--- src/rtl/timer_toggle_mod.sv ---
module timer_toggle_mod #(
  parameter int CW          = 8,
  parameter int PRE_LOG2    = 2,
  parameter int SYNC_STAGES = 2
) (
  input  logic          clk,
  input  logic          rst_n,
  input  logic          wr_en,
  input  logic [1:0]    wr_addr,
  input  logic [7:0]    wr_data,
  input  logic [1:0]    rd_addr,
  output logic [7:0]    rd_data,
  output logic [CW-1:0] count,
  output logic          mod_out,
  output logic          ovf_pulse
);

  localparam int SL = SYNC_STAGES - 1;

  logic en_q, tos_q, res_q, top_q, ma_q, mb_q, ctm_q, otm_q;
  logic [CW-1:0] cmp_a, cmp_b, cnt;
  logic [PRE_LOG2-1:0] pre;
  logic [SYNC_STAGES-1:0] sync;
  logic run_d, tff, ovf_q;

  wire ctrl_wr = wr_en && (wr_addr == 2'd0);
  wire run     = sync[SL];
  wire tick    = run && (&pre);
  wire hit_a   = (cnt == cmp_a);
  wire hit_b   = (cnt == cmp_b);
  wire clr     = tick && ((hit_a && ma_q) || (hit_b && mb_q));
  wire ovf     = tick && (&cnt) && !clr;
  wire flip    = (run && !run_d && tos_q) | (tick && hit_a && ctm_q) | (ovf && otm_q);

  always_ff @(posedge clk or negedge rst_n) begin
    if (!rst_n) begin
      {en_q, tos_q, res_q, top_q, ma_q, mb_q, ctm_q, otm_q} <= '0;
      cmp_a <= '1;
      cmp_b <= '1;
    end else begin
      res_q <= 1'b0;
      if (ctrl_wr) {en_q, tos_q, res_q, top_q, ma_q, mb_q, ctm_q, otm_q} <= wr_data;
      if (wr_en && wr_addr == 2'd1) cmp_a <= wr_data[CW-1:0];
      if (wr_en && wr_addr == 2'd2) cmp_b <= wr_data[CW-1:0];
    end
  end

  always_ff @(posedge clk or negedge rst_n) begin
    if (!rst_n) begin
      sync  <= '0;
      run_d <= 1'b0;
    end else begin
      sync[0] <= en_q;
      for (int i = 1; i < SYNC_STAGES; i++) sync[i] <= sync[i-1];
      run_d <= run;
    end
  end

  always_ff @(posedge clk or negedge rst_n) begin
    if (!rst_n) begin
      pre <= '0;
      cnt <= '0;
    end else if (ctrl_wr && wr_data[5] && !run) begin
      pre <= '0;
      cnt <= '0;
    end else if (run) begin
      pre <= pre + 1'b1;
      if (tick) cnt <= clr ? '0 : cnt + 1'b1;
    end
  end

  always_ff @(posedge clk or negedge rst_n) begin
    if (!rst_n) begin
      tff   <= 1'b0;
      ovf_q <= 1'b0;
    end else begin
      ovf_q <= ovf && otm_q;
      if (ctrl_wr && !run) tff <= wr_data[4];
      else if (flip)       tff <= ~tff;
    end
  end

  always_comb begin
    case (rd_addr)
      2'd0:    rd_data = {run, tos_q, res_q, top_q, ma_q, mb_q, ctm_q, otm_q};
      2'd1:    rd_data = 8'(cmp_a);
      2'd2:    rd_data = 8'(cmp_b);
      default: rd_data = 8'h00;
    endcase
  end

  assign count     = cnt;
  assign mod_out   = tff;
  assign ovf_pulse = ovf_q;

  assert_hold_stopped_R3: assert property (@(posedge clk) disable iff (!rst_n)
    (!run && !(ctrl_wr && wr_data[5])) |=> (count == $past(count)));

  assert_res_selfclear_R5: assert property (@(posedge clk) disable iff (!rst_n)
    (rd_addr == 2'd0 && rd_data[5] && !ctrl_wr) |=> !res_q);

  assert_preset_ignored_R6: assert property (@(posedge clk) disable iff (!rst_n)
    (run && run_d && !tick) |=> $stable(mod_out));

  assert_clear_on_a_R7: assert property (@(posedge clk) disable iff (!rst_n)
    (tick && hit_a && ma_q && !ctrl_wr) |=> (count == '0));

  assert_pulse_single_R10: assert property (@(posedge clk) disable iff (!rst_n)
    ovf_pulse |=> !ovf_pulse);

  assert_start_flip_R11: assert property (@(posedge clk) disable iff (!rst_n)
    ($rose(run) && tos_q && !tick) |=> (mod_out != $past(mod_out)));

endmodule

--- config.mk ---
export PLATFORM = sky130hd
export DESIGN_NAME = timer_toggle_mod
export DESIGN_NICKNAME = d
export VERILOG_FILES = /design/src/rtl/timer_toggle_mod.sv
export SDC_FILE = /design/constraint.sdc
export NUM_CORES = 1
export LEC_CHECK = 0
export ABC_AREA = 1
export BUFFER_PORTS_ARGS = -buffer_cell sky130_fd_sc_hd__buf_2
export CAP_MARGIN = 20
export CORE_MARGIN = 3
export CORE_UTILIZATION = 50
export DETAILED_ROUTE_END_ITERATION = 10
export PLACE_DENSITY = 0.75
export SYNTH_ARGS = -nofsm -noshare
export SYNTH_HDL_FRONTEND = slang
export SYNTH_SLANG_ARGS = --single-unit
--- constraint.sdc ---
create_clock -name clk -period 1.3 [get_ports clk]
set_input_delay 0.13 -clock clk [delete_from_list [all_inputs] [get_ports clk]]
set_output_delay 0.13 -clock clk [all_outputs]
set_load 0.02 [all_outputs]
# [After elaboration in Yosys (flattened, before gate mapping)]
# Index checks and enable logic that the tools add are counted.
[word_totals] latch_bits=0 regBits=39 n_memories=0 ram_bits=0 wordCells=66 in_bits=15 rom_bits=0 output_inout_bits=18
[op_classes] addsub=2 n_div=0 bitwise=3 shifts=0 reduce_logical=29 mul=0 muxes=10 order_cmp=0 n_eq_ne=6
[ops] operator="8-bit 2-to-1 mux" count=4
[ops] operator="8-bit one-hot mux with 3 select lines" count=1
[ops] operator="1-bit logical AND" count=17
[ops] operator="8-bit equality test" count=2
[ops] operator="8-bit by 1-bit adder with 8-bit output (second input constant)" count=1
[ops] operator="8-bit AND reduction" count=1
[ops] operator="2-bit nonzero test" count=3
[ops] operator="2-bit by 1-bit equality test with 1-bit output (second input constant)" count=2
[ops] operator="2-bit equality test (second input constant)" count=2
[ops] operator="2-bit logical NOT" count=2
[ops] operator="2-bit 2-to-1 mux" count=2
[ops] operator="2-bit AND reduction" count=2
[ops] operator="1-bit logical NOT" count=3
[ops] operator="1-bit 2-to-1 mux" count=3
[ops] operator="2-bit by 1-bit adder with 2-bit output (second input constant)" count=1
[ops] operator="1-bit OR" count=2
[ops] operator="1-bit logical OR" count=1
[ops] operator="1-bit NOT" count=1

# [Longest topological paths before layout]
[depth] depth_word=10 mapped_depth=11 mapped_depth_nobuf=11

# [Least setup slack after synthesis]
# OpenSTA, ideal clock, no wires.
[synth_path] path_type="reg-to-reg" start="register cnt[0] (netlist: count[0])" end="register tff (netlist: mod_out)" setup_slack_ps=-253 stages_incl_launch_ff=9 synth_period_minus_slack_ps=1553 required_time_ps=1183 path_buffers=0 arrival_ps=1436 path_cell_list="dfrtp_1 ha_1 nand3_2 nor3_2 nand2_1 nor2_1 nand4_1 nand3_1 nand2_1"
[synth_via] elab_chain_len=9 elab_cells_between_ends=16 classes_between="2 x eq/ne; 2 x bitwise; 12 x reduce/logical"
[synth_rtl] element="start: declaration" line_no="21" text="logic [CW-1:0] cmp_a, cmp_b, cnt;"
[synth_rtl] element="start signal: assignment" line_no="68" text="if (tick) cnt <= clr ? '0 : cnt + 1'b1;"
[synth_rtl] element="8-bit equality test (on tied branches)" line_no="29, 30"
[synth_rtl] element="1-bit logical AND" line_no="31" text="wire clr = tick && ((hit_a && ma_q) || (hit_b && mb_q));"
[synth_rtl] element="1-bit logical OR" line_no="31"
[synth_rtl] element="1-bit logical AND" line_no="31"
[synth_rtl] element="1-bit logical NOT" line_no="32" text="wire ovf = tick && (&cnt) && !clr;"
[synth_rtl] element="1-bit logical AND" line_no="32"
[synth_rtl] element="1-bit logical AND" line_no="33" text="wire flip = (run && !run_d && tos_q) | (tick && hit_a && ctm_q) | (ovf && otm_q);"
[synth_rtl] element="1-bit OR *" line_no="33"
[synth_rtl] element="2-bit nonzero test (no line) *"
[synth_rtl] element="end signal: assignment" line_no="78" text="if (ctrl_wr && !run) tff <= wr_data[4];"
[synth_rtl] element="end signal: assignment" line_no="79" text="else if (flip) tff <= ~tff;"
[synth_rtl] element="end: declaration" line_no="24" text="logic run_d, tff, ovf_q;"
# Every way passes the cells marked *; elsewhere a longest branch is shown, timed or not.
# A chain may end at the register's enable or synchronous reset.

# [Final worst setup path]
[layout_path] start="register cmp_a[5]" end="register tff (netlist: mod_out)"
[layout_via] elab_chain_len=9 elab_cells_between_ends=12 classes_between="1 x eq/ne; 2 x bitwise; 9 x reduce/logical"
[layout_rtl] element="start: declaration" line_no="21"
[layout_rtl] element="start signal: assignment" line_no="43" text="if (wr_en && wr_addr == 2'd1) cmp_a <= wr_data[CW-1:0];"
[layout_rtl] element="8-bit equality test *" line_no="29" text="wire hit_a = (cnt == cmp_a);"
[layout_rtl] element="1-bit logical AND" line_no="31"
[layout_rtl] element="1-bit logical OR" line_no="31"
[layout_rtl] element="1-bit logical AND" line_no="31"
[layout_rtl] element="1-bit logical NOT" line_no="32"
[layout_rtl] element="1-bit logical AND" line_no="32"
[layout_rtl] element="1-bit logical AND" line_no="33"
[layout_rtl] element="1-bit OR *" line_no="33"
[layout_rtl] element="2-bit nonzero test (no line) *"
# Marked as above.

==> reports/qor_table.md <==
| Result | Reported |
|---|---|
| Total I/O pin count | 33 |
| Aggregate global-route resource usage | 0.236 |
| Layout cell share with drive strength beyond 1 | 0.432 |
| Drt wl/cell | 14.3 um |
| DRC marker count from the first detailed-route iteration | 112 |
| Setup violations, final | 18 |
| Ordered cell list for the critical path | xnor2_1, nand2_1, nor2_2, nand3_2, nand4_1, nand2_1, nand2_1, nand2_1 |
| Arrival time of data at the critical path endpoint | 1670 ps |
| DRC violations left | 0 |
| Total nets after synthesis | 266 |
| Number of rows created at floorplan | 22 |
| Detail Placement HPWL | 3940 um |
| Status | complete, but fails checks |
| Multi-input gate area | 986 um^2 |
| Final Hold Viols | 0 |
| DR vias/cell | 5.17 |
| Final worst clock skew | 7.44 ps |
| Core outline area | 3800 um^2 |
| Largest fanout of any net on the critical path | 3 |
| Cell count after synthesis | 249 |
| CP Capture Type | flip-flop |
| Count of input and output buffers | 32 |
| Most frequent cell on the critical path | nand2_1 |
| Highest-count cells in the layout ignoring fill and taps | nand2_1, buf_4, inv_1, o21ai_0, buf_2 |
| CTS max path bufs | 2 |
| Antenna violations before repair | 0 |
| Placed standard-cell area | 2590 um^2 |
| Highest clock rate | 676 MHz |
| Final critical path time including I/O delays and setup | 1480 ps |
| Initial Utilization | 0.537 |
| Maximum number of pins on one net before global-route repair | 40 |
| Post-route worst hold slack | 85.5 ps |
| Standby leakage power | 1.43 nW |
| Pins over their slew limit | 0 |
| Combined area of all synthesized cells | 2040 um^2 |
| GR Overflow Total | 0 |
| Actual transition at the worst max-transition pin | 493 ps |
| Net total in the final layout | 352 |
| Post-detailed-routing wire length | 5510 um |
| Sequential cell area | 1000 um^2 |
| Relative max-transition margin | 0.672 |
| Post-Layout Inst Area | 2890 um^2 |
| Final setup TNS | -1970 ps |
| Later-pin clock latency in the skew report | 300 ps |
| Fill cell count | 276 |
| Commonest non-fill, non-tap cell in the layout | nand2_1 |
| Portion of the post-synthesis area used by sequential elements | 0.488 |
| Largest stage delay on the critical path | 550 ps |
| Detailed Routing Iterations Pass 1 | 4 |
| Required time of the critical path | 1490 ps |
| Worst voltage drop across the vdd grid | 888 uV |
| Violated checks | setup timing |
| First-pass GRT wire length | 9110 um |
| Number of distinct library cells after synthesis | 26 |
| Horizontal extent of the die | 69.9 um |
| Startpoint class of the critical path | flip-flop |
| Class of the worst hold path | primary input to flip-flop |
| TritonCTS clock tree | done |
| Antenna Cells | 0 |
| Gp weighted congestion | 0.873 |
| # clock sinks | 39 |
| Final worst path period share | 1.14 |
| Die Outline Area | 4880 um^2 |
| Cell type of the slowest stage on the worst timing path | dfstp_2 |
| Flip-flop and latch count after synthesis | 39 |
| Vias | 1,986 |
| Power density over the cells | 1760 nW/um^2 |
| Worst setup margin | -179 ps |
| RSZ-0062 raised after global routing | true |
| Number of buffers inserted during clock tree synthesis | 5 |
| Area added between synthesis and finish | 41.6% |
| MaxCap Viol Count | 0 |
| Vertical die dimension | 69.9 um |
| Crit Path Category | flip-flop to flip-flop |
| Post-Syn Area per Cell | 8.20 um^2 |
| H-Tree Level Count | 2 |
| Clock-pin slew reported for the worst setup and hold paths after clock tree synthesis | 80 ps |
| Number of routed nets with antenna violations | 0 |
| Cell chosen for the clock root | clkbuf_8 |
| Via count of the first global-routing pass | 1,942 |
| Syn. warnings | 0 |
state kept, by name, summed over array words and instances (netlist names), 2 cells and up:
name	count
cmp_a	8
cmp_b	8
count	8
pre	2
sync	2
final timing paths:
path | cells past startpoint | end | slack (ps) | start
worst max-delay path | 8 | mod_out | -180 | cmp_a[5]
worst min-delay path | 3 | cmp_b[1] | 90 | wr_data[1]
worst max register to register | 8 | mod_out | -180 | cmp_a[5]
worst min register to register | 0 | sync[1] | 360 | sync[0]
max in group asynchronous | 3 | cmp_b[7] | 520 | rst_n
min in group asynchronous | 3 | top_q | 410 | rst_n
stage by stage:
step | utilization | power, mW | worst slack (ps) | cells
after global routing | 0.761 | 5.42 | -298 | 384
after floorplan | - | 2.88 | -135 | 249
final | 0.761 | 5.09 | -179 | 384
after global placement | 0.681 | 3.67 | -143 | 369
after detailed placement | 0.681 | 3.75 | -193 | 369
after CTS | 0.751 | 5.01 | -155 | 384
where the power goes:
group          switching [mW]  total, mW  leakage [nW]  internal (mW)
clock network           0.428       1.05        0.0612          0.621
registers               0.357       1.92         0.456           1.56
logic                    1.10       2.12         0.910           1.02
total                    1.88       5.09          1.43           3.20
cell families after synthesis:
kind of cell    after synthesis  synth area share
simple gates                112             0.249
compound gates               44             0.121
flops                        39             0.488
buf+inv                      38            0.0699
xor+xnor                     14            0.0601
fa+ha+maj                     2            0.0123
per-layer routing:
metal / track usage / routed length (um)
met3: 0.0518 / 267
met5: 0 / 0
met1: 0.299 / 2350
met2: 0.402 / 2740
met4: 0.0745 / 152
synth_stat cells, drive strengths merged:
cell	number	area [um^2]
dfrtp	23	576
clkbuf	3	11.3
o22ai	5	31.3
a21boi	1	7.51
inv	34	128
nand2	79	304
nand3b	1	7.51
xor2	7	61.3
o211ai	7	52.6
nand4	1	6.26
nand3	15	108
nor3	2	20.0
clkinv	1	3.75
nor2	13	56.3
xnor2	7	61.3
dfstp	16	420
ha	2	25.0
o21ai	28	140
a21oi	3	15.0
or2	1	6.26
critical path, delay by kind of cell, from the launching register on:
family	cells	cell delay, ps
and+or+nand+nor	7	720
DFF	1	550
xor gates and xnor gates	1	120
repair_timing:
| action | 4_1_cts | 5_1_grt |
|---|---|---|
| endpoints found under the setup margin | 18 | 18 |
| pin swaps | 11 | 4 |
| buffers inserted | 6 | 0 |
| hold buffers | 1 | 0 |
| gates resized for setup | 33 | 10 |
| endpoints found under the hold margin | 23 | 0 |
area by class of cell:
| type | count | area share |
|---|---|---|
| Sequential cell | 39 | 0.347 |
| Multi-Input combinational cell | 172 | 0.341 |
| Timing Repair Buffer | 82 | 0.205 |
| Inverter | 35 | 0.0455 |
| Clock buffer | 6 | 0.0286 |
| Tap cell | 48 | 0.0208 |
| Clock inverter | 2 | 0.0121 |
Power figures use the tool's default switching activity.
